[src/rtl/gpt_pkg.sv]
package gpt_pkg;
    localparam int HALF_W = 16;
    localparam int CNT_W  = 2 * HALF_W;
    localparam int DATA_W = CNT_W;
    localparam int ADDR_W = 12;
    localparam int CFG_W  = 3;
    localparam int MODE_W = 4;
    localparam int CTL_W  = 16;
    localparam int IRQ_W  = 7;
    localparam int PRE_W  = 8;

    localparam logic [CFG_W-1:0] CFG_CHAIN     = 3'd0;
    localparam logic [CFG_W-1:0] CFG_RTC       = 3'd1;
    localparam logic [CFG_W-1:0] CFG_SPLIT_MIN = 3'd4;

    localparam int EN_A_BIT    = 0;
    localparam int TRIG_BIT    = 5;
    localparam int ONESHOT_BIT = 0;
    localparam int TO_BIT      = 0;
    localparam int RTC_BIT     = 3;
    localparam logic [IRQ_W-1:0] MASK_KEEP = 7'h77;

    // register indices; offsets are computed by reg_off
    localparam int RI_CFG     = 0;
    localparam int RI_MODE_A  = 1;
    localparam int RI_MODE_B  = 2;
    localparam int RI_CTL     = 3;
    localparam int RI_MASK    = 4;
    localparam int RI_RAW     = 5;
    localparam int RI_MIS     = 6;
    localparam int RI_CLR     = 7;
    localparam int RI_LOAD_A  = 8;
    localparam int RI_LOAD_B  = 9;
    localparam int RI_MATCH_A = 10;
    localparam int RI_MATCH_B = 11;
    localparam int RI_PRE_A   = 12;
    localparam int RI_PRE_B   = 13;
    localparam int RI_PMAT_A  = 14;
    localparam int RI_PMAT_B  = 15;
    localparam int RI_COUNT   = 16;
    localparam int NREG       = 17;

    // word spacing, with a two-word hole after the control register
    function automatic logic [ADDR_W-1:0] reg_off(input int idx);
        return (idx < RI_MASK) ? ADDR_W'(idx * 4) : ADDR_W'(idx * 4 + 8);
    endfunction

    typedef struct packed {
        logic [CFG_W-1:0]  cfg;
        logic [MODE_W-1:0] mode_a;
        logic [MODE_W-1:0] mode_b;
        logic [CTL_W-1:0]  ctl;
        logic [IRQ_W-1:0]  mask;
        logic [IRQ_W-1:0]  raw;
        logic [HALF_W-1:0] load_lo;
        logic [HALF_W-1:0] load_hi;
        logic [HALF_W-1:0] match_lo;
        logic [HALF_W-1:0] match_hi;
        logic [PRE_W-1:0]  pre_a;
        logic [PRE_W-1:0]  pre_b;
        logic [PRE_W-1:0]  pmat_a;
        logic [PRE_W-1:0]  pmat_b;
        logic [CNT_W-1:0]  cnt;
        logic              run;
        logic              trig;
    } gpt_state_t;
endpackage

[src/rtl/gpt_wdec.sv]
module gpt_wdec
    import gpt_pkg::*;
(
    input  logic              wr,
    input  logic [ADDR_W-1:0] addr,
    output logic [NREG-1:0]   hit,
    output logic [NREG-1:0]   wstb
);
    for (genvar i = 0; i < NREG; i++) begin : g_dec
        assign hit[i]  = (addr == reg_off(i));
        assign wstb[i] = wr & hit[i];
    end
endmodule

[src/rtl/gpt_cnt_next.sv]
module gpt_cnt_next
    import gpt_pkg::*;
(
    input  logic              run,
    input  logic [CFG_W-1:0]  cfg,
    input  logic              oneshot,
    input  logic [CNT_W-1:0]  cnt,
    input  logic [CNT_W-1:0]  load,
    input  logic [CNT_W-1:0]  match,
    input  logic              tick,
    output logic [CNT_W-1:0]  cnt_nxt,
    output logic              run_nxt,
    output logic              ev_timeout,
    output logic              ev_rtc
);
    logic [CNT_W-1:0] cnt_inc;
    assign cnt_inc = cnt + CNT_W'(1);

    always_comb begin
        cnt_nxt    = cnt;
        run_nxt    = run;
        ev_timeout = 1'b0;
        ev_rtc     = 1'b0;
        if (run && cfg == CFG_CHAIN) begin
            if (cnt == '0) begin
                ev_timeout = 1'b1;
                cnt_nxt    = load;
                if (oneshot) run_nxt = 1'b0;
            end else begin
                cnt_nxt = cnt - CNT_W'(1);
            end
        end else if (run && cfg == CFG_RTC && tick) begin
            cnt_nxt = cnt_inc;
            ev_rtc  = (cnt_inc == match);
        end
    end
endmodule

[src/rtl/gpt_rmux.sv]
module gpt_rmux
    import gpt_pkg::*;
(
    input  gpt_state_t        st,
    input  logic [NREG-1:0]   hit,
    output logic [DATA_W-1:0] rdata
);
    logic joined;
    assign joined = (st.cfg < CFG_SPLIT_MIN);

    always_comb begin
        rdata = '0;
        if (hit[RI_CFG])     rdata = DATA_W'(st.cfg);
        if (hit[RI_MODE_A])  rdata = DATA_W'(st.mode_a);
        if (hit[RI_MODE_B])  rdata = DATA_W'(st.mode_b);
        if (hit[RI_CTL])     rdata = DATA_W'(st.ctl);
        if (hit[RI_MASK])    rdata = DATA_W'(st.mask);
        if (hit[RI_RAW])     rdata = DATA_W'(st.raw);
        if (hit[RI_MIS])     rdata = DATA_W'(st.raw & st.mask);
        if (hit[RI_LOAD_A])  rdata = {joined ? st.load_hi : '0, st.load_lo};
        if (hit[RI_LOAD_B])  rdata = DATA_W'(st.load_hi);
        if (hit[RI_MATCH_A]) rdata = {joined ? st.match_hi : '0, st.match_lo};
        if (hit[RI_MATCH_B]) rdata = DATA_W'(st.match_hi);
        if (hit[RI_PRE_A])   rdata = DATA_W'(st.pre_a);
        if (hit[RI_PRE_B])   rdata = DATA_W'(st.pre_b);
        if (hit[RI_PMAT_A])  rdata = DATA_W'(st.pmat_a);
        if (hit[RI_PMAT_B])  rdata = DATA_W'(st.pmat_b);
        if (hit[RI_COUNT])   rdata = st.cnt;
    end
endmodule

[src/rtl/gpt_top.sv]
module gpt_top
    import gpt_pkg::*;
(
    input  logic              clk,
    input  logic              rst_n,
    input  logic              bus_wr,
    input  logic [ADDR_W-1:0] bus_addr,
    input  logic [DATA_W-1:0] bus_wdata,
    output logic [DATA_W-1:0] bus_rdata,
    input  logic              sec_tick,
    output logic              irq,
    output logic              adc_trig
);
    gpt_state_t       st_q, st_d;
    logic [NREG-1:0]  hit, wstb;
    logic [CNT_W-1:0] cnt_nxt, load_full;
    logic             run_nxt, ev_timeout, ev_rtc;
    logic [IRQ_W-1:0] ev_bits, clr_bits;

    assign load_full = {st_q.load_hi, st_q.load_lo};

    gpt_wdec u_wdec (
        .wr   (bus_wr),
        .addr (bus_addr),
        .hit  (hit),
        .wstb (wstb)
    );

    gpt_cnt_next u_cnt (
        .run        (st_q.run),
        .cfg        (st_q.cfg),
        .oneshot    (st_q.mode_a[ONESHOT_BIT]),
        .cnt        (st_q.cnt),
        .load       (load_full),
        .match      ({st_q.match_hi, st_q.match_lo}),
        .tick       (sec_tick),
        .cnt_nxt    (cnt_nxt),
        .run_nxt    (run_nxt),
        .ev_timeout (ev_timeout),
        .ev_rtc     (ev_rtc)
    );

    gpt_rmux u_rmux (
        .st    (st_q),
        .hit   (hit),
        .rdata (bus_rdata)
    );

    always_comb begin
        ev_bits          = '0;
        ev_bits[TO_BIT]  = ev_timeout;
        ev_bits[RTC_BIT] = ev_rtc;
        clr_bits         = wstb[RI_CLR] ? bus_wdata[IRQ_W-1:0] : '0;
    end

    always_comb begin
        st_d      = st_q;
        st_d.cnt  = cnt_nxt;
        st_d.run  = run_nxt;
        st_d.trig = ev_timeout & st_q.ctl[TRIG_BIT];
        st_d.raw  = (st_q.raw & ~clr_bits) | ev_bits;

        if (wstb[RI_CFG])    st_d.cfg    = bus_wdata[CFG_W-1:0];
        if (wstb[RI_MODE_A]) st_d.mode_a = bus_wdata[MODE_W-1:0];
        if (wstb[RI_MODE_B]) st_d.mode_b = bus_wdata[MODE_W-1:0];
        if (wstb[RI_MASK])   st_d.mask   = bus_wdata[IRQ_W-1:0] & MASK_KEEP;
        if (wstb[RI_PRE_A])  st_d.pre_a  = bus_wdata[PRE_W-1:0];
        if (wstb[RI_PRE_B])  st_d.pre_b  = bus_wdata[PRE_W-1:0];
        if (wstb[RI_PMAT_A]) st_d.pmat_a = bus_wdata[PRE_W-1:0];
        if (wstb[RI_PMAT_B]) st_d.pmat_b = bus_wdata[PRE_W-1:0];
        if (wstb[RI_LOAD_A]) begin
            st_d.load_lo = bus_wdata[HALF_W-1:0];
            st_d.load_hi = bus_wdata[DATA_W-1:HALF_W];
        end
        if (wstb[RI_LOAD_B]) st_d.load_hi = bus_wdata[HALF_W-1:0];
        if (wstb[RI_MATCH_A]) begin
            st_d.match_lo = bus_wdata[HALF_W-1:0];
            st_d.match_hi = bus_wdata[DATA_W-1:HALF_W];
        end
        if (wstb[RI_MATCH_B]) st_d.match_hi = bus_wdata[DATA_W-1:HALF_W];

        if (wstb[RI_CTL]) begin
            st_d.ctl = bus_wdata[CTL_W-1:0];
            if (bus_wdata[EN_A_BIT] != st_q.ctl[EN_A_BIT]) begin
                st_d.run = bus_wdata[EN_A_BIT];
                if (bus_wdata[EN_A_BIT])
                    st_d.cnt = (st_q.cfg == CFG_RTC) ? '0 : load_full;
            end
        end
    end

    always_ff @(posedge clk) begin
        if (!rst_n) st_q <= '0;
        else        st_q <= st_d;
    end

    assign irq      = |(st_q.raw & st_q.mask);
    assign adc_trig = st_q.trig;
endmodule

[config.mk]
export PLATFORM = sky130hd
export DESIGN_NAME = gpt_top
export DESIGN_NICKNAME = d
export VERILOG_FILES = /design/src/rtl/gpt_pkg.sv /design/src/rtl/gpt_wdec.sv /design/src/rtl/gpt_cnt_next.sv /design/src/rtl/gpt_rmux.sv /design/src/rtl/gpt_top.sv
export SDC_FILE = /design/constraint.sdc
export NUM_CORES = 1
export LEC_CHECK = 0
export ABC_AREA = 1
export BUFFER_PORTS_ARGS = -buffer_cell sky130_fd_sc_hd__buf_2
export CAP_MARGIN = 20
export CELL_PAD_IN_SITES_DETAIL_PLACEMENT = 1
export CELL_PAD_IN_SITES_GLOBAL_PLACEMENT = 1
export CORE_MARGIN = 5
export CORE_UTILIZATION = 30
export CTS_BUF_LIST = sky130_fd_sc_hd__clkbuf_4 sky130_fd_sc_hd__clkbuf_8
export DETAILED_ROUTE_END_ITERATION = 8
export PLACE_DENSITY = 0.65
export SETUP_SLACK_MARGIN = 0.02
export SYNTH_ARGS = -nofsm -noshare
export SYNTH_HDL_FRONTEND = slang
export SYNTH_SLANG_ARGS = --single-unit
export TNS_END_PERCENT = 20
[constraint.sdc]
create_clock -name clk -period 5.4 [get_ports clk]
set_input_delay 0.27 -clock clk [delete_from_list [all_inputs] [get_ports clk]]
set_output_delay 0.27 -clock clk [all_outputs]
set_load 0.01 [all_outputs]
# Word level (Yosys, flattened, before mapping)
# Index checks and enable logic that the tools add are counted.
# word_totals
register_bits	170
inputBits	48
out_inout_bits	34
wordCells	105
# classes
n_addsub	2
magnitude_cmp	1
eq_ne	19
muxes	37
n_bitwise	20
reduce_logical	9
# op_table
operator	count
32-bit 2-to-1 mux	15
16-bit 2-to-1 mux	9
12-bit by 6-bit == test with 1-bit output, second input constant	8
33-bit 2-to-1 mux	2
12-bit by 7-bit == test with 1-bit output, second input constant	3
32-bit by 1-bit adder with 32-bit output, second input constant	1
32-bit == test	1
32-bit logical NOT	1
32-bit by 1-bit subtractor with 32-bit output, second input constant	1
12-bit by 4-bit == test with 1-bit output, second input constant	2
12-bit by 5-bit == test with 1-bit output, second input constant	2
7-bit AND	3
1-bit AND	15
12-bit by 3-bit == test with 1-bit output, second input constant	1
12-bit logical NOT	1
4-bit 2-to-1 mux	2
1-bit 2-to-1 mux	7
7-bit 2-to-1 mux	1
7-bit NOT	1
7-bit by 4-bit OR with 7-bit output	1
7-bit OR reduction	1
2-bit nonzero test	2
3-bit by 1-bit == test with 1-bit output, second input constant	1
1-bit logical AND	3
4 further kinds	4

# Depth between registers and ports, before layout
# Gate-level depths: netlist (run 1).
# logic_depth
depth_word	17
mapped_depth	20
mapped_depth_nobuf	19

# By module
# From an unflattened synthesis (run 1), not the netlist that was laid out.
# unflattened
hier_cells	1974
hier_area_um2	12208.0
# by_module_without_submodules
mod	n_inst	cells_per_inst	area_per_inst_um2	seq_area_each_um2
gpt_top	1	695	5904.4	3403.3
gpt_cnt_next	1	757	3642.2	0.0
gpt_rmux	1	427	2188.3	0.0
gpt_wdec	1	95	473.0	0.0

# Worst setup path before layout (run 1)
# OpenSTA, ideal clock, no wires.
# synth_path
path_kind	input-to-output
startpoint	in bus_addr[9]
endpoint	out bus_rdata[30]
arrival_ns	1.842
required_time_ns	5.130
slack_ns	3.288
cell_stages	9
n_path_buf	2
cell_sequence	nor2_1 > nand2_2 > nor2_2 > nand2_1 > nor2_4 > buf_2 > buf_2 > a31oi_1 > o32ai_1
# synth_via
elab_chain_len	10
word_cells_on_any_way	18
cone_classes	eq/ne (9); mux (9)
# synth_rtl
item	line	text
start: declaration	gpt_top.sv:7	input logic [ADDR_W-1:0] bus_addr,
12-bit by 6-bit == test with 1-bit output	gpt_wdec.sv:10	assign hit[i] = (addr == reg_off(i));
32-bit 2-to-1 mux	gpt_rmux.sv:20	if (hit[RI_LOAD_A]) rdata = {joined ? st.load_hi : '0, st.load_lo};
32-bit 2-to-1 mux	gpt_rmux.sv:21	if (hit[RI_LOAD_B]) rdata = DATA_W'(st.load_hi);
32-bit 2-to-1 mux	gpt_rmux.sv:22	if (hit[RI_MATCH_A]) rdata = {joined ? st.match_hi : '0, st.match_lo};
32-bit 2-to-1 mux	gpt_rmux.sv:23	if (hit[RI_MATCH_B]) rdata = DATA_W'(st.match_hi);
32-bit 2-to-1 mux	gpt_rmux.sv:24	if (hit[RI_PRE_A]) rdata = DATA_W'(st.pre_a);
32-bit 2-to-1 mux	gpt_rmux.sv:25	if (hit[RI_PRE_B]) rdata = DATA_W'(st.pre_b);
32-bit 2-to-1 mux	gpt_rmux.sv:26	if (hit[RI_PMAT_A]) rdata = DATA_W'(st.pmat_a);
32-bit 2-to-1 mux	gpt_rmux.sv:27	if (hit[RI_PMAT_B]) rdata = DATA_W'(st.pmat_b);
32-bit 2-to-1 mux (*)	gpt_rmux.sv:28	if (hit[RI_COUNT]) rdata = st.cnt;
end: declaration	gpt_top.sv:9	output logic [DATA_W-1:0] bus_rdata,
# Mark *: on every way between the ends. The rest lies on a longest branch, timed or not.

# Worst setup path after layout (run 1)
# Same ends and word-level chain as after synthesis.

==> impl_metrics.ini, run 1 <==
[global_routing]
grt_pass1_vias = 12400
grt_usage_pct = 24.29
grt_max_degree = 82
antenna_found_initial = 0
grt-ovfl-total = 0
grt_pass1_wl_mm = 77.74

[worst_hold_path]
hold_class = in -> reg
hold_start = bus_wdata[22]

[routing]
wl_per_cell_um = 22.25
totalWireLength_mm = 51.65
vias = 12550
first_iter_violations = 1123
via_per_inst = 5.404
ant_nets = 0
drcViolationCount = 0
drt_pass1_iterations = 5

[sta]
slew_headroom_pct = 28.45
setup_viol = 0
finalCriticalPeriod_ps = 3723
finClkSkew_ps = 26.94
finalHoldViolations = 0
whs_ps = 45.33
grt_setup_unrepaired = no
fin_tns_setup_ps = 0
tightest_slew_ps = 1072
fmax_mhz = 268.6
drv_slew = 0
finalCritPeriodShare_pct = 68.94

[clocking]
numClockSinks = 170
hold_buffers = 0
htree_num_levels = 4
cts_max_path_buffers = 2
clockRootBuffer = clkbuf_8
post_cts_buffers = 0
cts_resized = 0
clk_latency_ps = 490
numCtsBuffers = 17
clk_pin_slew_ps = 90
cts_tree = yes

[setup_path]
crit_type = in -> out
crit_arrival_ps = 3450
rr_startpoint = st_q[170]$_SDFFE_PN0P_
startpoint_type = input pin
crit_path_end_kind = output pin
worstPathMaxFanout = 16
cp-startpoint = bus_addr[9]
critical_path_required_ps = 5130

[cells_and_area]
syn_to_final_growth_pct = 9.643
drive_gt1_share_pct = 10.82
final_cells = 2322
final_area_um2 = 12480
antenna_cells = 0
nets = 1850

[die]
die_area_um2 = 41930
io_pins = 82
core_um2 = 37580
die_h_um = 204.8
die_width_um = 204.8
initial_utilization_pct = 30.28
row_count = 71

[power_and_ir_drop]
power_density_nw_per_um2 = 186.0
finalPower_mw = 2.321
p_leak_nw = 4.994
peakVddDrop_v = 0.0001325

[run_status]
status = complete, no violations

[synth]
synth_fp_nets = 1834
yosysMostFrequentCell = nand2_1
synth_mux_area_share_pct = 0
synthFlopType = dfxtp_1
synth_largest_area_cell = dfxtp_1
synth_common_cells = nand2_1 (322), inv_1 (272), o21ai_0 (226), a21oi_1 (216), dfxtp_1 (170)
syn_area_um2 = 11380
ys_ff_latch = 170
synthTopCellsByArea = dfxtp_1 (30%), nand2_1 (11%), o21ai_0 (9.9%)
synthSimpleGateAreaFrac_pct = 23.56
synth_top_family_by_area = compound AO/OA/AOI/OAI gates
synth_edf_count = 0
synthAdderAreaFrac_pct = 0.3299
ys_warn_count = 0
avgSynthCellArea_um2 = 6.382
yosysUniqueCellTypes = 52
synth_xor_area_share_pct = 5.080
seq_area_frac_synth_pct = 29.91
synth_top_area_share_pct = 29.91
synth_compound_area_share_pct = 27.59
async_flop_share_pct = 0
synthCells = 1783

[placed_design]
place_congestion = 0.9348
dp.cells = 2291
portBuffers = 81
post_dp_cell_area_um2 = 12080
post-dp-hpwl_mm = 39.22

[flow_run]
cap_violations = 0
per-layer routing:
metal	share of wire (%)	GRT usage, %	vias to the layer above
met4	2.1	5.719	0
met3	5.7	3.958	56
met5	0	0	-
met2	45	38.29	355
li1	-	-	5925
met1	48	34.84	6211
cell type report:
| class | count | area (µm²) |
|---|---|---|
| clock buffer | 23 | 316.6 |
| clock inverter | 8 | 85.08 |
| fill | 4901 | 25100 |
| inverter | 287 | 1081 |
| multi-input combinational | 1229 | 6439 |
| sequential | 170 | 3403 |
| tap | 511 | 639.4 |
| timing repair buffer | 94 | 513.0 |
flip-flops by register name, indices dropped and copies added (netlist names):
| name | cells |
|---|---|
| st_q | 137 |
| load_full | 32 |
| adc_trig | 1 |
critical path: stages:
cell and delay [ps]:
buf_2 80, nor2_1 40, nand2_2 130, nor2_2 70
nand2_1 190, nor2_2 150, inv_1 230, nand2_1 110
nor4_1 380, nand3_1 760, o32ai_1 790, buf_2 240
per-stage QoR:
stage,utilization [%],worst slack (ps)
finish,33.20,1677
global route,33.20,1702
CTS,33.20,1816
detailed placement,32.13,1829
global placement,32.09,1899
floorplan,-,3288
final timing paths:
path	depth (start not counted)	endpoint	slack [ps]
setup / recovery	12	bus_rdata[30]	1680
hold / removal	3	st_q[72]$_SDFFE_PN0P_	50
setup reg to reg	10	st_q[12]$_SDFF_PN0_	2190
hold reg to reg	2	st_q[41]$_SDFFE_PN0P_	450
cells by family after synthesis:
kind of cell / after synthesis
adder cells (fa/ha/maj): 3
AO/OA/AOI/OAI: 573
AND/OR/NAND/NOR: 598
buffers and inverters: 384
XOR/XNOR: 55
flip-flops: 170
power breakdown:
group	internal, mW	switching, mW
registers	1.25	0.000292
clock network	0.440	0.521
logic	0.0274	0.0794
cells in the final DEF, fill, tap and decap left out, types with 2 or more instances in the layout:
master,netlist,layout
nor3_1,42,42
ha_1,3,3
clkinv_2,1,2
nand4_1,13,13
dfxtp_1,170,170
a31oi_1,24,24
clkinvlp_4,0,2
o221ai_1,11,11
nand2_2,7,7
nand3b_1,2,2
a211oi_1,8,8
buf_2,28,80
o211ai_1,15,15
o2111ai_1,2,2
o22ai_1,47,47
nor4_1,3,3
buf_4,2,13
clkinv_4,0,3
a21oi_1,216,216
o21ai_1,4,4
o21bai_1,2,2
a32oi_1,5,5
xnor3_1,7,7
nor3_2,9,9
nand3_1,64,64
nor2_1,97,96
clkbuf_8,0,23
inv_1,272,272
xor2_1,47,47
nor2_4,8,8
inv_2,12,12
o31ai_1,4,4
a221oi_1,2,2
nor2_2,25,26
o21ai_0,226,226
nand2_1,322,322
Note: power is estimated with default switching activity, not from simulation.
==> run 2, diff against run 1 <==
Settings changed: PLACE_DENSITY 0.65 to 0.68.
Clock period 5.4 ns to 3.4 ns, I/O delays scaled along.
==> run 2 against run 1 <==
  * Global-route usage rose by 0.64 points
  * Largest cell class unchanged
  * First-iteration DRC count decreased by 2.7%
  * Critical path type unchanged
  * Clock-buffer cell count shrank 4
  * Highest routed layer unchanged
  * Final cell count is 2.0% higher
==> impl_metrics.ini, run 2 (synthesized netlist as in run 1, its figures left out) <==
[run_status]
status = complete, no violations

[routing]
drcViolationCount = 0
totalWireLength_mm = 52.96
ant_nets = 0
first_iter_violations = 1093
drt_pass1_iterations = 5
wl_per_cell_um = 22.36
via_per_inst = 5.405
vias = 12810

[clocking]
cts_max_path_buffers = 2
clk_pin_slew_ps = 110
cts_resized = 0
clockRootBuffer = clkbuf_8
clk_latency_ps = 520
numCtsBuffers = 17
numClockSinks = 170
hold_buffers = 19
htree_num_levels = 4
post_cts_buffers = 0
cts_tree = yes

[sta]
finalCriticalPeriod_ps = 3095
finalHoldViolations = 0
fmax_mhz = 323.2
finClkSkew_ps = 29.93
tightest_slew_ps = 839.8
fin_tns_setup_ps = 0
grt_setup_unrepaired = no
slew_headroom_pct = 43.93
drv_slew = 0
setup_viol = 0
finalCritPeriodShare_pct = 91.01

[die]
initial_utilization_pct = 30.28
io_pins = 82
die_width_um = 204.8
die_h_um = 204.8
row_count = 71
core_um2 = 37580
die_area_um2 = 41930

[global_routing]
grt_pass1_wl_mm = 79.55
grtUsageMet3_pct = 4.749
globalRouteMet1Util_pct = 34.29
busiest_layer = met2
grt_pass1_vias = 12800
antenna_found_initial = 1
grtUsageMet2_pct = 39.42
grt_max_degree = 85
grt-ovfl-total = 0
grt_usage_pct = 24.93

[placed_design]
place_congestion = 1.009
post-dp-hpwl_mm = 40.28
dp.cells = 2318
portBuffers = 81

[cells_and_area]
final_cell_mix = nand2_1 (322), inv_1 (271), o21ai_0 (226)
syn_to_final_growth_pct = 13.52
mostFrequentLayoutCell = nand2_1
antenna_cells = 0
final_cells = 2369
largest_reg_flops = 137
multi_input_area_um2 = 6439
drive_gt1_share_pct = 12.11
fillers = 4867
nets = 1896
regArea_um2 = 3403
top_register = st_q

[power_and_ir_drop]
power_density_nw_per_um2 = 300.1
peakVddDrop_v = 0.0004040
p_leak_nw = 5.234

[setup_path]
critical_path_required_ps = 3230
crit_type = in -> out
cp_slowest_cell = o32ai_1
startpoint_type = input pin
crit_path_end_kind = output pin
crit_arrival_ps = 2920
path_cells = buf_2, nor2_1, nand2_2, nor2_2, nand2_1, nor2_2, nor4_1, nand3_1, o32ai_1, buf_2
cpPeakStageDelay_ps = 670
worstPathMaxFanout = 10
path_delay_family = simple AND/OR/NAND/NOR gates
critPathBufInv = 2

[flow_run]
cap_violations = 0

[worst_hold_path]
hold_class = in -> reg
-- run 2: cell types whose count changed in the layout (fill, tap and decap cells not counted), sizes merged --
cell and change:
inv +4, clkbuf -4, buf +27, clkinv +1, dlygate4sd3 +19, bufinv +2, clkinvlp -2
-- run 2: area by class of cell --
cell class,instances,share of cell area (%)
clock buffer,19,2.024
multi-input combinational,1229,49.84
sequential,170,26.34
timing repair buffer,140,7.051
inverter,287,8.368
clock inverter,13,1.424
tap,511,4.949
-- run 2: power by group --
part           switching (mW)  total [mW]  internal [mW]
clock                   0.909        1.70          0.788
sequential           0.000470        1.99           1.99
combinational           0.129       0.189         0.0594
total                    1.04        3.88           2.84
-- run 2: through the flow --
step / hold slack [ps] / utilization, % / total power [mW] / setup WS, ps / area (µm²)
floorplan: 313.2 / - / 2.116 / 1393 / 11380
global route: 4.648 / 34.38 / 3.986 / 165.8 / 12920
CTS: 3.638 / 34.38 / 3.903 / 353.9 / 12920
finish: 6.464 / 34.38 / 3.876 / 305.5 / 12920
detailed placement: 433.5 / 32.69 / 2.206 / 357.6 / 12280
global placement: 421.2 / 32.69 / 2.202 / 322.0 / 12280
-- run 2: tightest hold or removal path, cell delays in order --
cell and delay [ps]:
buf_2 120, o21ai_0 90, a21oi_1 110
-- run 2: metal layers --
layer,routed length [µm],share of wire (%)
met4,1479,2.8
met2,23840,45
met1,23970,45
met3,3671,6.9
met5,0,0
-- run 2: final timing paths --
check	cells after the start	slack [ps]	from	to
worst max-delay path	10	310	bus_addr[9]	bus_rdata[30]
worst max register to register	12	570	st_q[9]$_SDFF_PN0_	st_q[13]$_SDFF_PN0_
worst min register to register	2	450	st_q[51]$_SDFFE_PN0P_	st_q[51]$_SDFFE_PN0P_
worst min-delay path	3	6	bus_wdata[13]	st_q[157]$_SDFFE_PN0P_
==> run 3, diff against run 2 <==
Settings changed: SYNTH_HIERARCHICAL from default to 1.
==> run 3 against run 2 <==
  * Clock-buffer cell count unchanged
  * Final cell count increased by 8.1%
  * Flip-flop and latch count unchanged
  * Area after synthesis increased by 7.1%
  * Worst hold slack improved by 30 ps
  * Clock power decreased by 4%
  * Maximum frequency increased by 5.3%
  * Register-to-register slack got worse by 110 ps
  * Final area increased by 5.2%
  * Power decreased by 1.8%
  * Critical path depth increased by 3
  * Clock skew decreased by 5.4 ps
  * Largest cell class unchanged
==> impl_metrics.ini, run 3 <==
[run_status]
status = complete, no violations

[sta]
tightest_slew_ps = 976.2
drv_slew = 0
grt_setup_unrepaired = no
fmax_mhz = 340.3
slew_headroom_pct = 34.68
fin_tns_setup_ps = 0
finalCritPeriodShare_pct = 86.43
finalCriticalPeriod_ps = 2939
finalHoldViolations = 0
finClkSkew_ps = 24.57
setup_viol = 0

[global_routing]
grt-ovfl-total = 0
grt_pass1_vias = 14040
grt_usage_pct = 25.15
antenna_found_initial = 0
grt_max_degree = 58
grt_pass1_wl_mm = 86.22

[synth]
syn_area_um2 = 12190
avgSynthCellArea_um2 = 6.188
synthCells = 1970
ys_warn_count = 6

[die]
die_area_um2 = 44770
row_count = 73
die_width_um = 211.6
initial_utilization_pct = 30.47
io_pins = 82
die_h_um = 211.6
core_um2 = 40010

[routing]
totalWireLength_mm = 57.72
wl_met3_mm = 3.934
dr_wl_met2_mm = 26.23
wl_met1_mm = 24.62
drt_pass1_iterations = 5
first_iter_violations = 1212
drcViolationCount = 0
vias = 14170
wl_per_cell_um = 22.54
via_per_inst = 5.531
highest_layer = met4
ant_nets = 0

[clocking]
cts_tree = yes
numClockSinks = 170
clk_latency_ps = 520
htree_num_levels = 4
clockRootBuffer = clkbuf_8
numCtsBuffers = 17
cts_max_path_buffers = 2
clk_pin_slew_ps = 110
post_cts_buffers = 0

[cells_and_area]
final_area_um2 = 13590
antenna_cells = 0
final_core_util_pct = 33.97
largest_reg_flops = 137
fillers = 5321
nets = 2074
top_register = st_q
syn_to_final_growth_pct = 11.48
drive_gt1_share_pct = 12.52
final_cell_mix = nand2_1 (417), nor2_1 (269), a21oi_1 (224)
mostFrequentLayoutCell = nand2_1

[setup_path]
cpPeakStageDelay_ps = 550
worstPathMaxFanout = 5
critical_path_required_ps = 3840
startpoint_type = flip-flop
cpMostUsedCell = nor2_1
crit_arrival_ps = 3380
cp_slowest_cell = dfxtp_1
crit_path_end_kind = flip-flop
crit_type = reg -> reg
path_cells = ha_1, nand3_1, nor2_1, nand4_1, nand3b_1, nand2_1, nor2_1, nand3_1, nor2_1, nand3_1, nor2_1, inv_1, a21oi_1

[placed_design]
post_dp_cell_area_um2 = 12940
portBuffers = 81
place_congestion = 1.011
post-dp-hpwl_mm = 43.97

[power_and_ir_drop]
peakVddDrop_v = 0.0003100
power_density_nw_per_um2 = 280.0
p_leak_nw = 6.189

[worst_hold_path]
hold_class = in -> reg

[flow_run]
cap_violations = 0
-- run 3: metal layers --
layer | vias up | GRT usage [%]
met5 | - | 0
met4 | 0 | 12.13
met3 | 124 | 4.298
met2 | 530 | 40.55
met1 | 6921 | 32.66
li1 | 6590 | -
-- run 3: critical path, delay by kind of cell (launching register included) --
kind                       cells  cell delay (ps)
and+or+nand+nor               10             1760
DFF                            1              550
adders and majority gates      1              290
AOI/OAI and AO/OA              1              160
buffers and inverters          1              110
-- run 3: cell type report --
class                   count  area, µm²  share of cell area (%)
clock inverters            13      157.7                   1.160
inverters                 199      757.0                   5.570
flip-flops and latches    170       3403                   25.04
repair buffers            144      938.4                   6.905
well taps                 525      656.9                   4.834
clock buffers              19      261.5                   1.924
multi-input cells        1491       7415                   54.56
-- run 3: per-stage QoR --
stage / instances / total power [mW] / worst slack, ps / hold slack (ps)
floorplan: 1971 / 2.118 / 1503 / 257.0
finish: 2561 / 3.805 / 461.2 / 36.30
global placement: 2506 / 2.200 / 515.6 / 358.8
global route: 2561 / 3.918 / 327.0 / 22.27
detailed placement: 2506 / 2.202 / 535.3 / 366.5
CTS: 2561 / 3.827 / 506.8 / 1.243
-- run 3: what timing repair did --
action	4_1_cts	5_1_grt
resized for setup	0	0
hold buffers	23	0
setup endpoints to repair	0	0
hold endpoints to repair	43	0
-- run 3: power by group --
part	total (mW)	internal, mW	leakage, nW	switching [mW]
clock network	1.63	0.714	0.209	0.912
logic	0.188	0.0599	4.61	0.128
registers	1.99	1.99	1.37	0.000777
-- run 3: final timing paths --
kind,from,end,slack [ps],cells past startpoint
max reg2reg,st_q[2]$_SDFF_PN0_,st_q[133]$_SDFF_PN0_,460,13
max,st_q[2]$_SDFF_PN0_,st_q[133]$_SDFF_PN0_,460,13
min reg2reg,st_q[132]$_SDFF_PN0_,st_q[132]$_SDFF_PN0_,480,2
min,bus_wdata[14],st_q[158]$_SDFFE_PN0P_,40,3
